==> src/rtl/boot_seq_pkg.sv <==
package boot_seq_pkg;
  typedef enum logic [3:0] {
    S_BAUD, S_INQ, S_ERALL, S_CMD, S_PADDR, S_PDATA, S_PWAIT,
    S_EBLK, S_EWAIT, S_SCAN, S_RADDR, S_RWAIT
  } state_t;

  typedef enum logic [1:0] {
    OP_ERASE_ALL = 2'd0, OP_ERASE_BLK = 2'd1, OP_PROG = 2'd2, OP_READ = 2'd3
  } fl_op_t;

  localparam logic [7:0] ACK       = 8'h06;
  localparam logic [7:0] ERR       = 8'h80;
  localparam logic [7:0] C_SIZE    = 8'h20;
  localparam logic [7:0] C_CFG     = 8'h21;
  localparam logic [7:0] C_BASE    = 8'h22;
  localparam logic [7:0] C_SUPP    = 8'h23;
  localparam logic [7:0] C_INQ_END = 8'h40;
  localparam logic [7:0] C_PROG    = 8'h43;
  localparam logic [7:0] C_ERASE   = 8'h48;
  localparam logic [7:0] C_SUM     = 8'h4B;
  localparam logic [7:0] C_BLANK   = 8'h4D;
  localparam logic [7:0] C_STAT    = 8'h4F;
  localparam logic [7:0] C_READ    = 8'h52;
endpackage

==> src/rtl/boot_shift.sv <==
module boot_shift #(
  parameter int NB = 4
) (
  input  logic              clk_i,
  input  logic              rst_ni,
  input  logic              clr_i,
  input  logic              ld_i,
  input  logic [7:0]        byte_i,
  output logic [8*(NB-1)-1:0] word_o,
  output logic              last_o
);
  localparam int CW = $clog2(NB);

  logic [CW-1:0] cnt_q;

  assign last_o = (cnt_q == CW'(NB-1));

  always_ff @(posedge clk_i or negedge rst_ni) begin
    if (!rst_ni) begin
      cnt_q  <= '0;
      word_o <= '0;
    end else if (clr_i) begin
      cnt_q <= '0;
    end else if (ld_i) begin
      word_o <= {word_o[8*(NB-1)-1:0], byte_i} >> 0;
      cnt_q  <= last_o ? '0 : cnt_q + 1'b1;
    end
  end
endmodule

==> src/rtl/boot_txq.sv <==
module boot_txq (
  input  logic       clk_i,
  input  logic       rst_ni,
  input  logic       push_i,
  input  logic       two_i,
  input  logic [7:0] b0_i,
  input  logic [7:0] b1_i,
  input  logic       pop_i,
  output logic       valid_o,
  output logic [7:0] data_o,
  output logic       empty_o
);
  logic [7:0] q0_q, q1_q, q0_d, q1_d;
  logic [1:0] cnt_q, cnt_d;

  assign valid_o = (cnt_q != 2'd0);
  assign empty_o = (cnt_q == 2'd0);
  assign data_o  = q0_q;

  always_comb begin
    q0_d  = q0_q;
    q1_d  = q1_q;
    cnt_d = cnt_q;
    if (pop_i && cnt_q != 2'd0) begin
      q0_d  = q1_q;
      cnt_d = cnt_q - 2'd1;
    end
    if (push_i) begin
      if (cnt_d == 2'd0) begin
        q0_d = b0_i;
        q1_d = b1_i;
      end else begin
        q1_d = b0_i;
      end
      cnt_d = cnt_d + (two_i ? 2'd2 : 2'd1);
    end
  end

  always_ff @(posedge clk_i or negedge rst_ni) begin
    if (!rst_ni) begin
      q0_q  <= '0;
      q1_q  <= '0;
      cnt_q <= '0;
    end else begin
      q0_q  <= q0_d;
      q1_q  <= q1_d;
      cnt_q <= cnt_d;
    end
  end

  // result push may meet a pending ACK; two entries must suffice
  p_no_overflow_r7: assert property (@(posedge clk_i) disable iff (!rst_ni)
    push_i |-> ({1'b0, cnt_q} - {2'b0, pop_i} + {2'b0, two_i} + 3'd1) <= 3'd2);
endmodule

==> src/rtl/boot_seq.sv <==
module boot_seq
  import boot_seq_pkg::*;
#(
  parameter int         AW        = 8,
  parameter int         BW        = 2,
  parameter int         DB        = 4,
  parameter int         AB        = 4,
  parameter logic [7:0] BASE_PAGE = 8'h00
) (
  input  logic          clk_i,
  input  logic          rst_ni,
  input  logic          baud_lock_i,
  input  logic          rx_valid_i,
  input  logic [7:0]    rx_data_i,
  output logic          rx_ready_o,
  output logic          tx_valid_o,
  output logic [7:0]    tx_data_o,
  input  logic          tx_ready_i,
  output logic          fl_req_o,
  output logic [1:0]    fl_op_o,
  output logic [AW-1:0] fl_addr_o,
  output logic [7:0]    fl_wdata_o,
  input  logic [7:0]    fl_rdata_i,
  input  logic          fl_done_i,
  output logic          busy_o
);
  localparam int NBLK   = 1 << BW;
  localparam int BLK_SH = AW - BW;
  localparam int IW     = (DB > 1) ? $clog2(DB) : 1;

  state_t        st_q, st_d;
  logic          req_q, req_d;
  fl_op_t        op_q, op_d;
  logic [AW-1:0] addr_q, addr_d, rec_q, rec_d, scan_q, scan_d;
  logic [7:0]    wdat_q, wdat_d, sum_q, sum_d, err_q, err_d;
  logic [IW-1:0] idx_q, idx_d;
  logic          blank_q, blank_d, mode_q, mode_d, erased_q, erased_d;

  logic          push, push2, sh_ld, sh_clr, sh_last, txq_empty, rx_fire, consume;
  logic [7:0]    pb0, pb1, sum_n;
  logic [8*(AB-1)-1:0] sh_word;
  logic [8*AB-1:0]     full_word;

  boot_shift #(.NB(AB)) u_shift (
    .clk_i, .rst_ni, .clr_i(sh_clr), .ld_i(sh_ld), .byte_i(rx_data_i),
    .word_o(sh_word), .last_o(sh_last)
  );

  boot_txq u_txq (
    .clk_i, .rst_ni, .push_i(push), .two_i(push2), .b0_i(pb0), .b1_i(pb1),
    .pop_i(tx_valid_o & tx_ready_i), .valid_o(tx_valid_o), .data_o(tx_data_o),
    .empty_o(txq_empty)
  );

  assign full_word = {sh_word, rx_data_i};
  assign consume   = (st_q == S_INQ) || (st_q == S_CMD) || (st_q == S_PADDR) ||
                     (st_q == S_PDATA) || (st_q == S_EBLK) || (st_q == S_RADDR);
  assign rx_ready_o = consume && txq_empty && !req_q;
  assign rx_fire    = rx_valid_i && rx_ready_o;
  assign sum_n      = sum_q + fl_rdata_i;

  assign fl_req_o   = req_q;
  assign fl_op_o    = op_q;
  assign fl_addr_o  = addr_q;
  assign fl_wdata_o = wdat_q;
  assign busy_o     = req_q;

  always_comb begin
    st_d = st_q; req_d = req_q; op_d = op_q; addr_d = addr_q; rec_d = rec_q;
    scan_d = scan_q; wdat_d = wdat_q; sum_d = sum_q; err_d = err_q; idx_d = idx_q;
    blank_d = blank_q; mode_d = mode_q; erased_d = erased_q;
    push = 1'b0; push2 = 1'b0; pb0 = ACK; pb1 = 8'h00; sh_ld = 1'b0; sh_clr = 1'b0;
    unique case (st_q)
      S_BAUD: if (baud_lock_i) st_d = S_INQ;
      S_INQ: if (rx_fire) begin
        push = 1'b1;
        unique case (rx_data_i)
          C_SIZE:    begin push2 = 1'b1; pb1 = 8'(AW); end
          C_CFG:     begin push2 = 1'b1; pb1 = 8'(BW); end
          C_BASE:    begin push2 = 1'b1; pb1 = BASE_PAGE; end
          C_SUPP:    begin push2 = 1'b1; pb1 = 8'h01; end
          C_INQ_END: begin st_d = S_ERALL; req_d = 1'b1; op_d = OP_ERASE_ALL; addr_d = '0; end
          default:   begin pb0 = ERR | rx_data_i; err_d = ERR | rx_data_i; end
        endcase
      end
      S_ERALL: if (fl_done_i) begin req_d = 1'b0; erased_d = 1'b1; st_d = S_CMD; end
      S_CMD: if (rx_fire) begin
        push = 1'b1;
        unique case (rx_data_i)
          C_PROG:  begin st_d = S_PADDR; sh_clr = 1'b1; end
          C_ERASE: st_d = S_EBLK;
          C_SUM, C_BLANK: begin
            push = (rx_data_i == C_SUM);
            mode_d = (rx_data_i == C_BLANK);
            st_d = S_SCAN; scan_d = '0; sum_d = '0; blank_d = 1'b1;
            req_d = 1'b1; op_d = OP_READ; addr_d = '0;
          end
          C_STAT:  begin push2 = 1'b1; pb1 = err_q; end
          C_READ:  begin push = 1'b0; st_d = S_RADDR; sh_clr = 1'b1; end
          default: begin pb0 = ERR | rx_data_i; err_d = ERR | rx_data_i; end
        endcase
      end
      S_PADDR: if (rx_fire) begin
        sh_ld = 1'b1;
        if (sh_last) begin
          if (&full_word) begin push = 1'b1; st_d = S_CMD; end
          else begin rec_d = full_word[AW-1:0]; idx_d = '0; st_d = S_PDATA; end
        end
      end
      S_PDATA: if (rx_fire) begin
        req_d = 1'b1; op_d = OP_PROG; addr_d = rec_q + AW'(idx_q); wdat_d = rx_data_i;
        st_d = S_PWAIT;
      end
      S_PWAIT: if (fl_done_i) begin
        req_d = 1'b0;
        if (idx_q == IW'(DB-1)) begin push = 1'b1; st_d = S_PADDR; end
        else begin idx_d = idx_q + 1'b1; st_d = S_PDATA; end
      end
      S_EBLK: if (rx_fire) begin
        if (rx_data_i == 8'hFF) begin push = 1'b1; st_d = S_CMD; end
        else if ({1'b0, rx_data_i} < 9'(NBLK)) begin
          req_d = 1'b1; op_d = OP_ERASE_BLK;
          addr_d = AW'(rx_data_i[BW-1:0]) << BLK_SH; st_d = S_EWAIT;
        end else begin
          push = 1'b1; pb0 = ERR | C_ERASE; err_d = ERR | C_ERASE;
        end
      end
      S_EWAIT: if (fl_done_i) begin req_d = 1'b0; push = 1'b1; st_d = S_EBLK; end
      S_SCAN: if (fl_done_i) begin
        sum_d   = sum_n;
        blank_d = blank_q && (fl_rdata_i == 8'hFF);
        if (&scan_q) begin
          req_d = 1'b0; st_d = S_CMD; push = 1'b1;
          if (mode_q) pb0 = blank_d ? ACK : (ERR | C_BLANK);
          else        pb0 = sum_n;
          if (mode_q && !blank_d) err_d = ERR | C_BLANK;
        end else begin
          scan_d = scan_q + 1'b1; addr_d = scan_q + 1'b1;
        end
      end
      S_RADDR: if (rx_fire) begin
        sh_ld = 1'b1;
        if (sh_last) begin
          req_d = 1'b1; op_d = OP_READ; addr_d = full_word[AW-1:0]; st_d = S_RWAIT;
        end
      end
      S_RWAIT: if (fl_done_i) begin
        req_d = 1'b0; push = 1'b1; push2 = 1'b1; pb1 = fl_rdata_i; st_d = S_CMD;
      end
      default: st_d = S_BAUD;
    endcase
  end

  always_ff @(posedge clk_i or negedge rst_ni) begin
    if (!rst_ni) begin
      st_q <= S_BAUD; req_q <= 1'b0; op_q <= OP_ERASE_ALL; addr_q <= '0; rec_q <= '0;
      scan_q <= '0; wdat_q <= '0; sum_q <= '0; err_q <= '0; idx_q <= '0;
      blank_q <= 1'b1; mode_q <= 1'b0; erased_q <= 1'b0;
    end else begin
      st_q <= st_d; req_q <= req_d; op_q <= op_d; addr_q <= addr_d; rec_q <= rec_d;
      scan_q <= scan_d; wdat_q <= wdat_d; sum_q <= sum_d; err_q <= err_d; idx_q <= idx_d;
      blank_q <= blank_d; mode_q <= mode_d; erased_q <= erased_d;
    end
  end

  // the locked state is left only toward the inquiry phase
  p_order_r1: assert property (@(posedge clk_i) disable iff (!rst_ni)
    ($past(st_q) == S_BAUD && st_q != S_BAUD) |-> st_q == S_INQ);
  // the full erase runs only once, before the array is marked erased
  p_erall_once_r3: assert property (@(posedge clk_i) disable iff (!rst_ni)
    (fl_req_o && fl_op_o == OP_ERASE_ALL) |-> !erased_q);
  // no read reaches the flash before the full erase is done
  p_read_gate_r9: assert property (@(posedge clk_i) disable iff (!rst_ni)
    (fl_req_o && fl_op_o == OP_READ) |-> erased_q);
  // request held with stable fields until done
  p_hold_r12: assert property (@(posedge clk_i) disable iff (!rst_ni)
    (fl_req_o && !fl_done_i) |=> (fl_req_o && $stable(fl_op_o) &&
                                  $stable(fl_addr_o) && $stable(fl_wdata_o)));
  // no host byte while flash busy
  p_no_rx_busy_r12: assert property (@(posedge clk_i) disable iff (!rst_ni)
    fl_req_o |-> !rx_ready_o);
endmodule

==> config.mk <==
export PLATFORM = sky130hd
export DESIGN_NAME = boot_seq
export DESIGN_NICKNAME = d
export VERILOG_FILES = /design/src/rtl/boot_seq_pkg.sv /design/src/rtl/boot_shift.sv /design/src/rtl/boot_txq.sv /design/src/rtl/boot_seq.sv
export SDC_FILE = /design/constraint.sdc
export NUM_CORES = 1
export LEC_CHECK = 0
export ABC_CLOCK_PERIOD_IN_PS = 3200
export CORE_MARGIN = 5
export CORE_UTILIZATION = 54
export DETAILED_ROUTE_END_ITERATION = 10
export HOLD_SLACK_MARGIN = 0.08
export PLACE_DENSITY = 0.75
export SLEW_MARGIN = 10
export SYNTH_ARGS = -nofsm -noshare
export SYNTH_HDL_FRONTEND = slang
export SYNTH_HIERARCHICAL = 1
export SYNTH_SLANG_ARGS = --single-unit
==> constraint.sdc <==
create_clock -name clk_i -period 3.2 [get_ports clk_i]
set_clock_uncertainty 0.2 [all_clocks]
set_input_delay 0.48 -clock clk_i [delete_from_list [all_inputs] [get_ports clk_i]]
set_output_delay 0.48 -clock clk_i [all_outputs]
set_load 0.01 [all_outputs]
==> summary.txt, run 1 <==
STA
  • Fmax: 321 MHz
  • Final setup fails: 0
  • RSZ-0062 raised after global routing: no
  • Period utilization: a little over nine tenths
  • Tightest Pin Transition: 728 ps
  • Final Max Slew Viols: 0
  • Worst relative slew slack: between 50% and 60%
  • Final hold violation count: 0
  • Min Tclk post-route: approximately 3100 ps

Critical path
  • Setup CP Type: reg2out
  • Critical Path RT: 2520 ps
  • Critical Path Fanout Max: 13
  • CP Launch Type: flip-flop
  • Worst reg2reg path endpoint: u_txq/q1_q[2]$_DFFE_PN0P_
  • Reg-to-Reg Start: st_q[2]$_DFFE_PN0P_
  • CP Capture Type: output port
  • R2R setup slack: 160 ps
  • Arrival @ worst endpoint: around 2400 ps
  • Worst Reg-to-Reg Cells: 7
  • Setup crit end: rx_ready_o
  • Crit. Startpoint: st_q[1]$_DFFE_PN0P_

Synth
  • Most frequent cell after synthesis: dfrtp_1
  • Async SR Flop Fraction: 100%
  • Yosys reg bits: 103
  • Synth Area per Inst: 9.95 um2
  • Area leader, netlist: dfrtp_1
  • Ys Warns: 6
  • Most common library cells after synthesis: dfrtp_1, nor2_1, nand2_1, o21ai_0, a21oi_1
  • EDFF count, synth: 0
  • Netlist Area Pre-Place: 6380 um2
  • Synthesized Nets: 678
  • Cells after synthesis: around 640
  • Top_reg_cell synth: dfrtp_1
  • Top post-synthesis cells by area: dfrtp_1, mux2_2, mux2_4
  • Netlist cell types: 80
  • Post-synthesis sequential area ratio: between 40 and 50%
  • Post-synth top area share: 40.0%

Final layout
  • Finished layout cell area: ~7700 um2
  • Utilization after layout: between 60% and 70%
  • Area Growth Syn to Fin: 21.1%
  • Final nets: 782
  • Ant diodes: 0
  • Fillers: 918
  • Layout cells sized above 1: roughly 22%

CTS
  • Total CTS buffers: 9
  • Clk slew on worst S/H paths: 70 ps
  • TritonCTS clock tree: yes
  • Htree depth: 3
  • CTS Root Cell: clkbuf_16
  • Clk sinks: just over 100
  • Clock Latency Late Sink: 360 ps
  • Clock Path Buffers: 2

Global route
  • Largest net degree at the start of global routing: 54
  • Gr usage total: roughly a quarter
  • Initial antenna violation count: 0
  • Overflow after GRT: 0
  • First-pass GRT wire length: 29.2 mm
  • Vias in the first global route: 5472

Route
  • Post-DR vias/cell: around 6.2
  • Via count: 5529
  • # DRC: 0
  • Total Wirelength: 17.9 mm
  • DR pass1 iterations: 5
  • Drt wl/cell: ~20 um
  • Routed Antenna Nets: 0
  • Initial DRC count: 534

Floorplanning
  • Initial Utilization: 55.4%
  • DIE AREA: 14100 um2
  • Die height: around 120 um
  • Row cnt: 39
  • Core Area: 11500 um2
  • Die width: 119 um
  • IO Count: between 50 and 60

Outcome
  • Status: completed

Pwr
  • Leakage Power: roughly 3.4 nW
  • VDD IR max: 0.628 mV
  • Power per cell area: 753 nW/um2

Min path
  • Worst hold-check path type: reg2reg
  • Hold path startpoint: blank_q$_DFFE_PN1P_

Placed design
  • HPWL Detailed: between 10 and 15 mm
  • IO Port Bufs: roughly 50
  • Placed Area: 7450 um2
  • Routability Congestion: 0.946

Run
  • MaxCap Viol Count: 0
[worst min-delay path by stage]
stage	end	cells after the start	slack [ps]
3_3_place_gp	blank_q$_DFFE_PN1P_	2	250
6_report	blank_q$_DFFE_PN1P_	2	280
3_5_place_dp	err_q[7]$_DFFE_PN0P_	1	270
4_1_cts	blank_q$_DFFE_PN1P_	2	280
5_1_grt	blank_q$_DFFE_PN1P_	2	300
2_1_floorplan	busy_o$_DFFE_PN0P_	0	-20
[repair_timing]
| item | in CTS | in global routing |
|---|---|---|
| buffers inserted | 0 | 0 |
| setup endpoints to repair | 0 | 1 |
| gates resized for setup | 0 | 1 |
| hold buffers | 1 | 0 |
| hold endpoints to repair | 52 | 0 |
[through the flow]
step | hold slack [ps] | setup slack [ps] | total power, mW | TNS, ps | std cells
2_1_floorplan | -15.6 | 381 | 3.82 | 0 | 641
3_3_place_gp | 253 | -58.7 | 4.68 | -221 | 876
3_5_place_dp | 271 | -107 | 4.78 | -586 | 876
4_1_cts | 282 | 6.03 | 5.82 | 0 | 892
5_1_grt | 299 | 16.9 | 6.21 | 0 | 892
6_report | 283 | 82.9 | 5.82 | 0 | 892
[worst max-delay path, cell delays in order, from the launching register on]
cell	delay [ps]
dfrtp_2	510
buf_4	220
inv_1	150
a21oi_1	100
o21a_1	220
nor3b_1	280
clkdlybuf4s50_1	600
[area by class of cell]
class / instances / area (um2) / share of cell area, %
Multi-Input combinational cell: 490 / 3540 / 45.8
Sequential cell: 103 / 2580 / 33.4
Timing Repair Buffer: 126 / 1110 / 14.4
Clock buffer: 12 / 246 / 3.19
Tap cell: 143 / 179 / 2.31
Inverter: 15 / 56.3 / 0.728
Clock inverter: 3 / 18.8 / 0.243
[registers in the layout, summed over array words and instances, names as in the netlist]
name / cells
blank_q: 1
busy_o: 1
err_q: 8
fl_addr_o: 8
fl_op_o: 2
fl_wdata_o: 8
idx_q: 2
mode_q: 1
rec_q: 8
scan_q: 8
st_q: 4
sum_q: 8
u_shift/cnt_q: 2
u_shift/word_o: 24
u_txq/cnt_q: 2
u_txq/data_o: 8
u_txq/q1_q: 8
[routing by layer]
layer	up-vias	wire, um	GRT usage [%]
met1	2705	7980	35.9
met3	32	1080	5.25
met2	225	8390	41.2
met4	0	434	8.76
met5	-	0	0
li1	2567	-	-
[placed cells by master (no fill, tap or decap), drive strengths merged, types with 14 or more instances in the layout]
master / n
dfrtp: 102
nor3: 14
a21oi: 37
nor2: 51
xnor2: 15
mux2i: 19
nand3: 27
clkdlybuf4s50: 50
mux2: 49
inv: 16
o21ai: 48
nand2: 51
nor2b: 14
buf: 75
[logic make-up after synthesis]
family,after synthesis,synth area share (%)
buf+inv,48,4.14
simple gates,226,19.0
fa+ha+maj,15,3.18
xor+xnor,22,3.02
flops,103,40.4
compound gates,159,17.5
mux,68,12.8
[where the power goes]
part / internal [mW] / total (mW) / switching, mW
registers: 1.74 / 2.14 / 0.406
logic: 1.33 / 2.65 / 1.32
clock network: 0.545 / 1.03 / 0.483
(Power assumes the default switching activity.)
==> inputs of run 2 (changes only) <==
--- a/config.mk
+++ b/config.mk
@@ -6,9 +6,11 @@
 export NUM_CORES = 1
 export LEC_CHECK = 0
 export ABC_CLOCK_PERIOD_IN_PS = 3200
+export CORE_ASPECT_RATIO = 1.75
 export CORE_MARGIN = 5
 export CORE_UTILIZATION = 54
 export DETAILED_ROUTE_END_ITERATION = 10
+export GPL_TIMING_DRIVEN = 0
 export HOLD_SLACK_MARGIN = 0.08
 export PLACE_DENSITY = 0.75
 export SLEW_MARGIN = 10
==> run 2 against run 1 <==
Against the previous run: count of clock-buffer cells in the layout down 3; maximum frequency grew 0.51%; sequential cell count unchanged; via count decreased by 1.8%.
==> summary.txt, run 2 (same netlist as run 1, synthesis figures left out) <==
Floorplanning
  • DIE AREA: 14200 um2
  • Row cnt: 52
  • Initial Utilization: 55.1%
  • Die width: 92.2 um
  • IO Count: 52
  • Die height: 154 um
  • Core Area: 11600 um2

Critical path
  • Critical Path Fanout Max: 10
  • Arrival @ worst endpoint: between 3000 and 4000 ps
  • Crit. Startpoint: rx_data_i[3]
  • Critical Path RT: 3240 ps
  • Reg-to-Reg Start: st_q[3]$_DFFE_PN0P_
  • CP Launch Type: input pin
  • CP Capture Type: flip-flop
  • Setup CP Type: in2reg

Route
  • DR pass1 iterations: 5
  • Drt wl/cell: 22.2 um
  • Initial DRC count: 489
  • Routed Antenna Nets: 0
  • Post-DR vias/cell: 6.41
  • Via count: 5432
  • # DRC: 0
  • Total Wirelength: ~19 mm

Final layout
  • Storage element area: between 2000 and 3000 um2
  • Fillers: 953
  • Ant diodes: 0
  • Multi-input gate area: 3630 um2
  • Largest register FFs: 24
  • Most flops, register: u_shift/word_o
  • Utilization after layout: between 60% and 70%
  • Layout cells sized above 1: between 10% and 20%
  • Area Growth Syn to Fin: 18.4%
  • Most common cell after layout, fill and taps aside: dfrtp_1
  • Final nets: 745
  • Most frequent cells in the layout: dfrtp_1, nand2_1, nor2_1, clkdlybuf4s50_1, o21ai_0
  • Finished Layout Cells: 848

Min path
  • Hold path startpoint: blank_q$_DFFE_PN1P_
  • Worst hold-check path type: reg2reg

STA
  • Worst relative slew slack: between 20 and 30%
  • Final hold violation count: 0
  • Period utilization: 96.9%
  • Final setup fails: 0
  • Hold slack: 281 ps
  • Setup ws final: around 100 ps
  • Final Max Slew Viols: 0
  • Min Tclk post-route: a little over 3000 ps
  • Fmax: 322 MHz
  • Tightest Pin Transition: 1110 ps
  • Setup TNS: 0 ps

CTS
  • Clk slew on worst S/H paths: around 80 ps
  • CTS Root Cell: clkbuf_16
  • TritonCTS clock tree: yes
  • Total CTS buffers: 9
  • Clk sinks: just over 100
  • Clock Path Buffers: 2
  • Htree depth: 3
  • Clock Latency Late Sink: 360 ps

Placed design
  • IO Port Bufs: 50
  • Routability Congestion: around 1
  • Placed instance count: 827
  • Post-placement setup slack: -1300 ps
  • HPWL Detailed: roughly 14 mm

Global route
  • Initial antenna violation count: 0
  • Overflow after GRT: 0
  • Gr usage total: 27.3%
  • First-pass GRT wire length: 30.2 mm
  • Largest net degree at the start of global routing: 66
  • Vias in the first global route: about 5800

Outcome
  • Status: completed

Pwr
  • VDD IR max: 0.368 mV
  • Leakage Power: 3.28 nW
  • Power per cell area: 795 nW/um2

Run
  • MaxCap Viol Count: 0
## run 2: timing repair
item	CTS	global route
hold buffers	1	0
pin swaps	0	2
gates resized for setup	17	24
setup buffers	0	4
endpoints found under the setup margin	67	57
gates cloned	0	0
hold endpoints to repair	38	0
## run 2: path summary, 6_finish.rpt
check | to | slack, ps | depth (start not counted)
max | u_txq/data_o[4]$_DFF_PN0_ | 100 | 12
min | blank_q$_DFFE_PN1P_ | 280 | 2
max reg2reg | u_txq/data_o[4]$_DFF_PN0_ | 100 | 10
min reg2reg | blank_q$_DFFE_PN1P_ | 280 | 2
max in group asynchronous | blank_q$_DFFE_PN1P_ | 1630 | 3
min in group asynchronous | scan_q[1]$_DFFE_PN0P_ | 440 | 2
## run 2: routing by layer
metal	vias up	global-route usage (%)	part of all wire (%)	routed length, um
met5	-	0	0	0
met4	0	18.2	7.2	1350
met2	211	49.7	53	10100
met1	2636	28.7	36	6730
li1	2497	-	-	-
met3	88	3.62	3.5	661
## run 2: per-stage QoR
stage | power, mW | cell area, um2
2_1_floorplan | 3.82 | 6380
3_3_place_gp | 4.62 | 7050
3_5_place_dp | 4.74 | 7080
4_1_cts | 5.96 | 7460
5_1_grt | 6.36 | 7560
6_report | 6.00 | 7560
## run 2: where the power goes
group,total (mW),switching (mW),internal (mW)
Combinational,2.75,1.47,1.28
Clock,1.19,0.556,0.634
Sequential,2.06,0.325,1.74
Total,6.00,2.35,3.65
## run 2: final cells by class
class	instances	share of cell area, %
Clock inverter	7	1.32
Multi-Input combinational cell	490	48.0
Buffer	33	2.96
Inverter	15	0.745
Clock buffer	9	2.98
Tap cell	135	2.24
Sequential cell	103	34.1
Timing Repair Buffer	56	7.57
## run 2: worst max-delay path, cell delays in order
cell and delay (ps):
clkdlybuf4s50_1 520, clkbuf_4 240, nor2b_2 230, nand4_1 220
o21ai_0 240, o22ai_1 100, o21ai_0 220, o211ai_1 230
buf_2 250, clkbuf_2 200, nand3_1 150, o21ai_2 70
==> inputs of run 3 (changes only) <==
--- a/config.mk
+++ b/config.mk
@@ -5,7 +5,6 @@
 export SDC_FILE = /design/constraint.sdc
 export NUM_CORES = 1
 export LEC_CHECK = 0
-export ABC_CLOCK_PERIOD_IN_PS = 3200
 export CORE_ASPECT_RATIO = 1.75
 export CORE_MARGIN = 5
 export CORE_UTILIZATION = 54
@@ -13,6 +12,7 @@
 export GPL_TIMING_DRIVEN = 0
 export HOLD_SLACK_MARGIN = 0.08
 export PLACE_DENSITY = 0.75
+export SETUP_SLACK_MARGIN = 0.02
 export SLEW_MARGIN = 10
 export SYNTH_ARGS = -nofsm -noshare
 export SYNTH_HDL_FRONTEND = slang
==> run 3 against run 2 <==
Against the previous run: non-clock buffer count is the same; largest cell class unchanged; power decreased by 0.20%; sequential power is essentially flat; die area unchanged; critical path depth unchanged; highest routed layer unchanged; critical path type unchanged.
==> summary.txt, run 3 (same netlist as run 1, synthesis figures left out) <==
Critical path
  • Critical Path RT: between 3000 and 4000 ps
  • Setup CP Type: in2reg
  • Critical Path Fanout Max: 10
  • Critical Path Slowest Stage Cell: clkdlybuf4s50_1
  • CP Launch Type: input pin
  • Arrival @ worst endpoint: a little over 3000 ps
  • Max stage delay on crit path: 520 ps
  • CP Capture Type: flip-flop
  • Cell Chain, Critical Path: clkdlybuf4s50_1 > clkbuf_4 > nor2b_2 > nand4_1 > o21ai_0 > o22ai_1 > o21ai_0 > o211ai_1 > clkbuf_4 > clkbuf_2 > nand3_1 > o21ai_2
  • Worst Reg-to-Reg Cells: 9

Final layout
  • Ant diodes: 0
  • Most frequent cells in the layout: dfrtp_1, nand2_1, nor2_1, clkdlybuf4s50_1, o21ai_0
  • Area Growth Syn to Fin: 18.5%
  • Most flops, register: u_shift/word_o
  • Largest register FFs: 24
  • Most common cell after layout, fill and taps aside: dfrtp_1
  • Finished Layout Cells: between 800 and 900
  • Layout cells sized above 1: 19.8%
  • Final nets: roughly 750
  • Finished layout cell area: 7560 um2

Route
  • # DRC: 0
  • Post-DR vias/cell: 6.42
  • Via count: 5448
  • Total Wirelength: around 19 mm
  • DR pass1 iterations: 5
  • Initial DRC count: 467
  • Drt wl/cell: 22.1 um
  • Routed Antenna Nets: 0

Global route
  • First-pass GRT wire length: between 30 and 40 mm
  • Overflow after GRT: 0
  • Initial antenna violation count: 0
  • Vias in the first global route: 5795
  • Largest net degree at the start of global routing: 66
  • Gr usage total: 27.3%

Floorplanning
  • Row cnt: 52
  • IO Count: 52
  • DIE AREA: 14200 um2
  • Die width: about 92 um
  • Core Area: 11600 um2
  • Initial Utilization: 55.1%
  • Die height: 154 um

STA
  • Fmax: 326 MHz
  • RSZ-0062 raised after global routing: no
  • Final setup fails: 0
  • Final hold violation count: 0
  • Min Tclk post-route: 3070 ps
  • Final Max Slew Viols: 0
  • Worst relative slew slack: 50.9%
  • Period utilization: 95.9%
  • Tightest Pin Transition: roughly 730 ps
  • Setup TNS: 0 ps

Pwr
  • VDD IR max: 0.369 mV
  • Total Power: 5.99 mW
  • Leakage Power: 3.26 nW
  • Power per cell area: 793 nW/um2

CTS
  • Clk sinks: slightly above 100
  • Total CTS buffers: 9
  • Clk slew on worst S/H paths: 80 ps
  • TritonCTS clock tree: yes
  • CTS Root Cell: clkbuf_16
  • Htree depth: 3
  • Clock Path Buffers: 2
  • Clock Latency Late Sink: 350 ps

Outcome
  • Status: completed

Min path
  • Worst hold-check path type: reg2reg
  • Hold depth: 2

Placed design
  • Placed Area: around 7100 um2
  • Routability Congestion: slightly below 1
  • HPWL Detailed: ~14 mm
  • IO Port Bufs: 50
  • Placed instance count: 827

Run
  • MaxCap Viol Count: 0
==> run 3: changes by cell type in the layout (fill, tap and decap cells not counted) <==
| cell | previous run | this run |
|---|---|---|
| inv_1 | 14 | 15 |
| nor3_1 | 10 | 9 |
| dfrtp_2 | 1 | 0 |
| inv_2 | 1 | 0 |
| a21oi_2 | 3 | 4 |
| nor3_2 | 2 | 3 |
| dlygate4sd2_1 | 1 | 2 |
| dlymetal6s2s_1 | 3 | 2 |
| dfrtp_1 | 101 | 102 |
| a21oi_1 | 33 | 32 |
==> run 3: final timing paths <==
path | start | slack (ps) | end
min in group asynchronous | rst_ni | 440 | scan_q[1]$_DFFE_PN0P_
max reg2reg | st_q[3]$_DFFE_PN0P_ | 160 | u_shift/word_o[8]$_DFFE_PN0P_
max in group asynchronous | rst_ni | 1630 | blank_q$_DFFE_PN1P_
max | rx_data_i[3] | 130 | u_txq/data_o[4]$_DFF_PN0_
min | blank_q$_DFFE_PN1P_ | 280 | blank_q$_DFFE_PN1P_
min reg2reg | blank_q$_DFFE_PN1P_ | 280 | blank_q$_DFFE_PN1P_
==> run 3: final cells by class <==
| cell class | instances | area [um2] |
|---|---|---|
| fill | 952 | 4020 |
| clock inverter | 7 | 100 |
| tap | 135 | 169 |
| clock buffer | 9 | 225 |
| sequential | 103 | 2580 |
| timing repair buffer | 56 | 568 |
| multi-input combinational | 490 | 3640 |
| inverter | 15 | 56.3 |
| buffer | 33 | 224 |
==> run 3: worst max-delay path, delay by kind of cell <==
kind | cells | cell delay (ps)
buf+inv | 4 | 1210
simple gates | 3 | 590
compound gates | 5 | 840
==> run 3: through the flow <==
step                utilization (%)  hold WS [ps]  worst slack, ps
floorplan                         -         -15.6              381
global placement               60.9           248            -2310
detailed placement             61.1           264            -1300
CTS                            64.4           281             5.72
global route                   65.3           303             4.86
finish                         65.3           280              131
==> run 3: where the power goes <==
| part | switching (mW) | internal (mW) |
|---|---|---|
| registers | 0.325 | 1.74 |
| clock network | 0.554 | 0.633 |
| logic | 1.47 | 1.28 |
| total | 2.35 | 3.65 |
==> run 3: layer usage <==
layer | vias up | share of wire, % | GRT usage (%)
met1 | 2632 | 35 | 28.5
met4 | 0 | 7.0 | 18.2
met2 | 221 | 54 | 49.8
met5 | - | 0 | 0
met3 | 87 | 3.8 | 3.62
li1 | 2508 | - | -
==> run 3: repair_timing <==
action | 4_1_cts | 5_1_grt
pin swaps | 0 | 2
endpoints found under the hold margin | 38 | 0
setup buffers | 0 | 4
resized for setup | 19 | 22
setup endpoints to repair | 67 | 60
hold buffers | 1 | 0
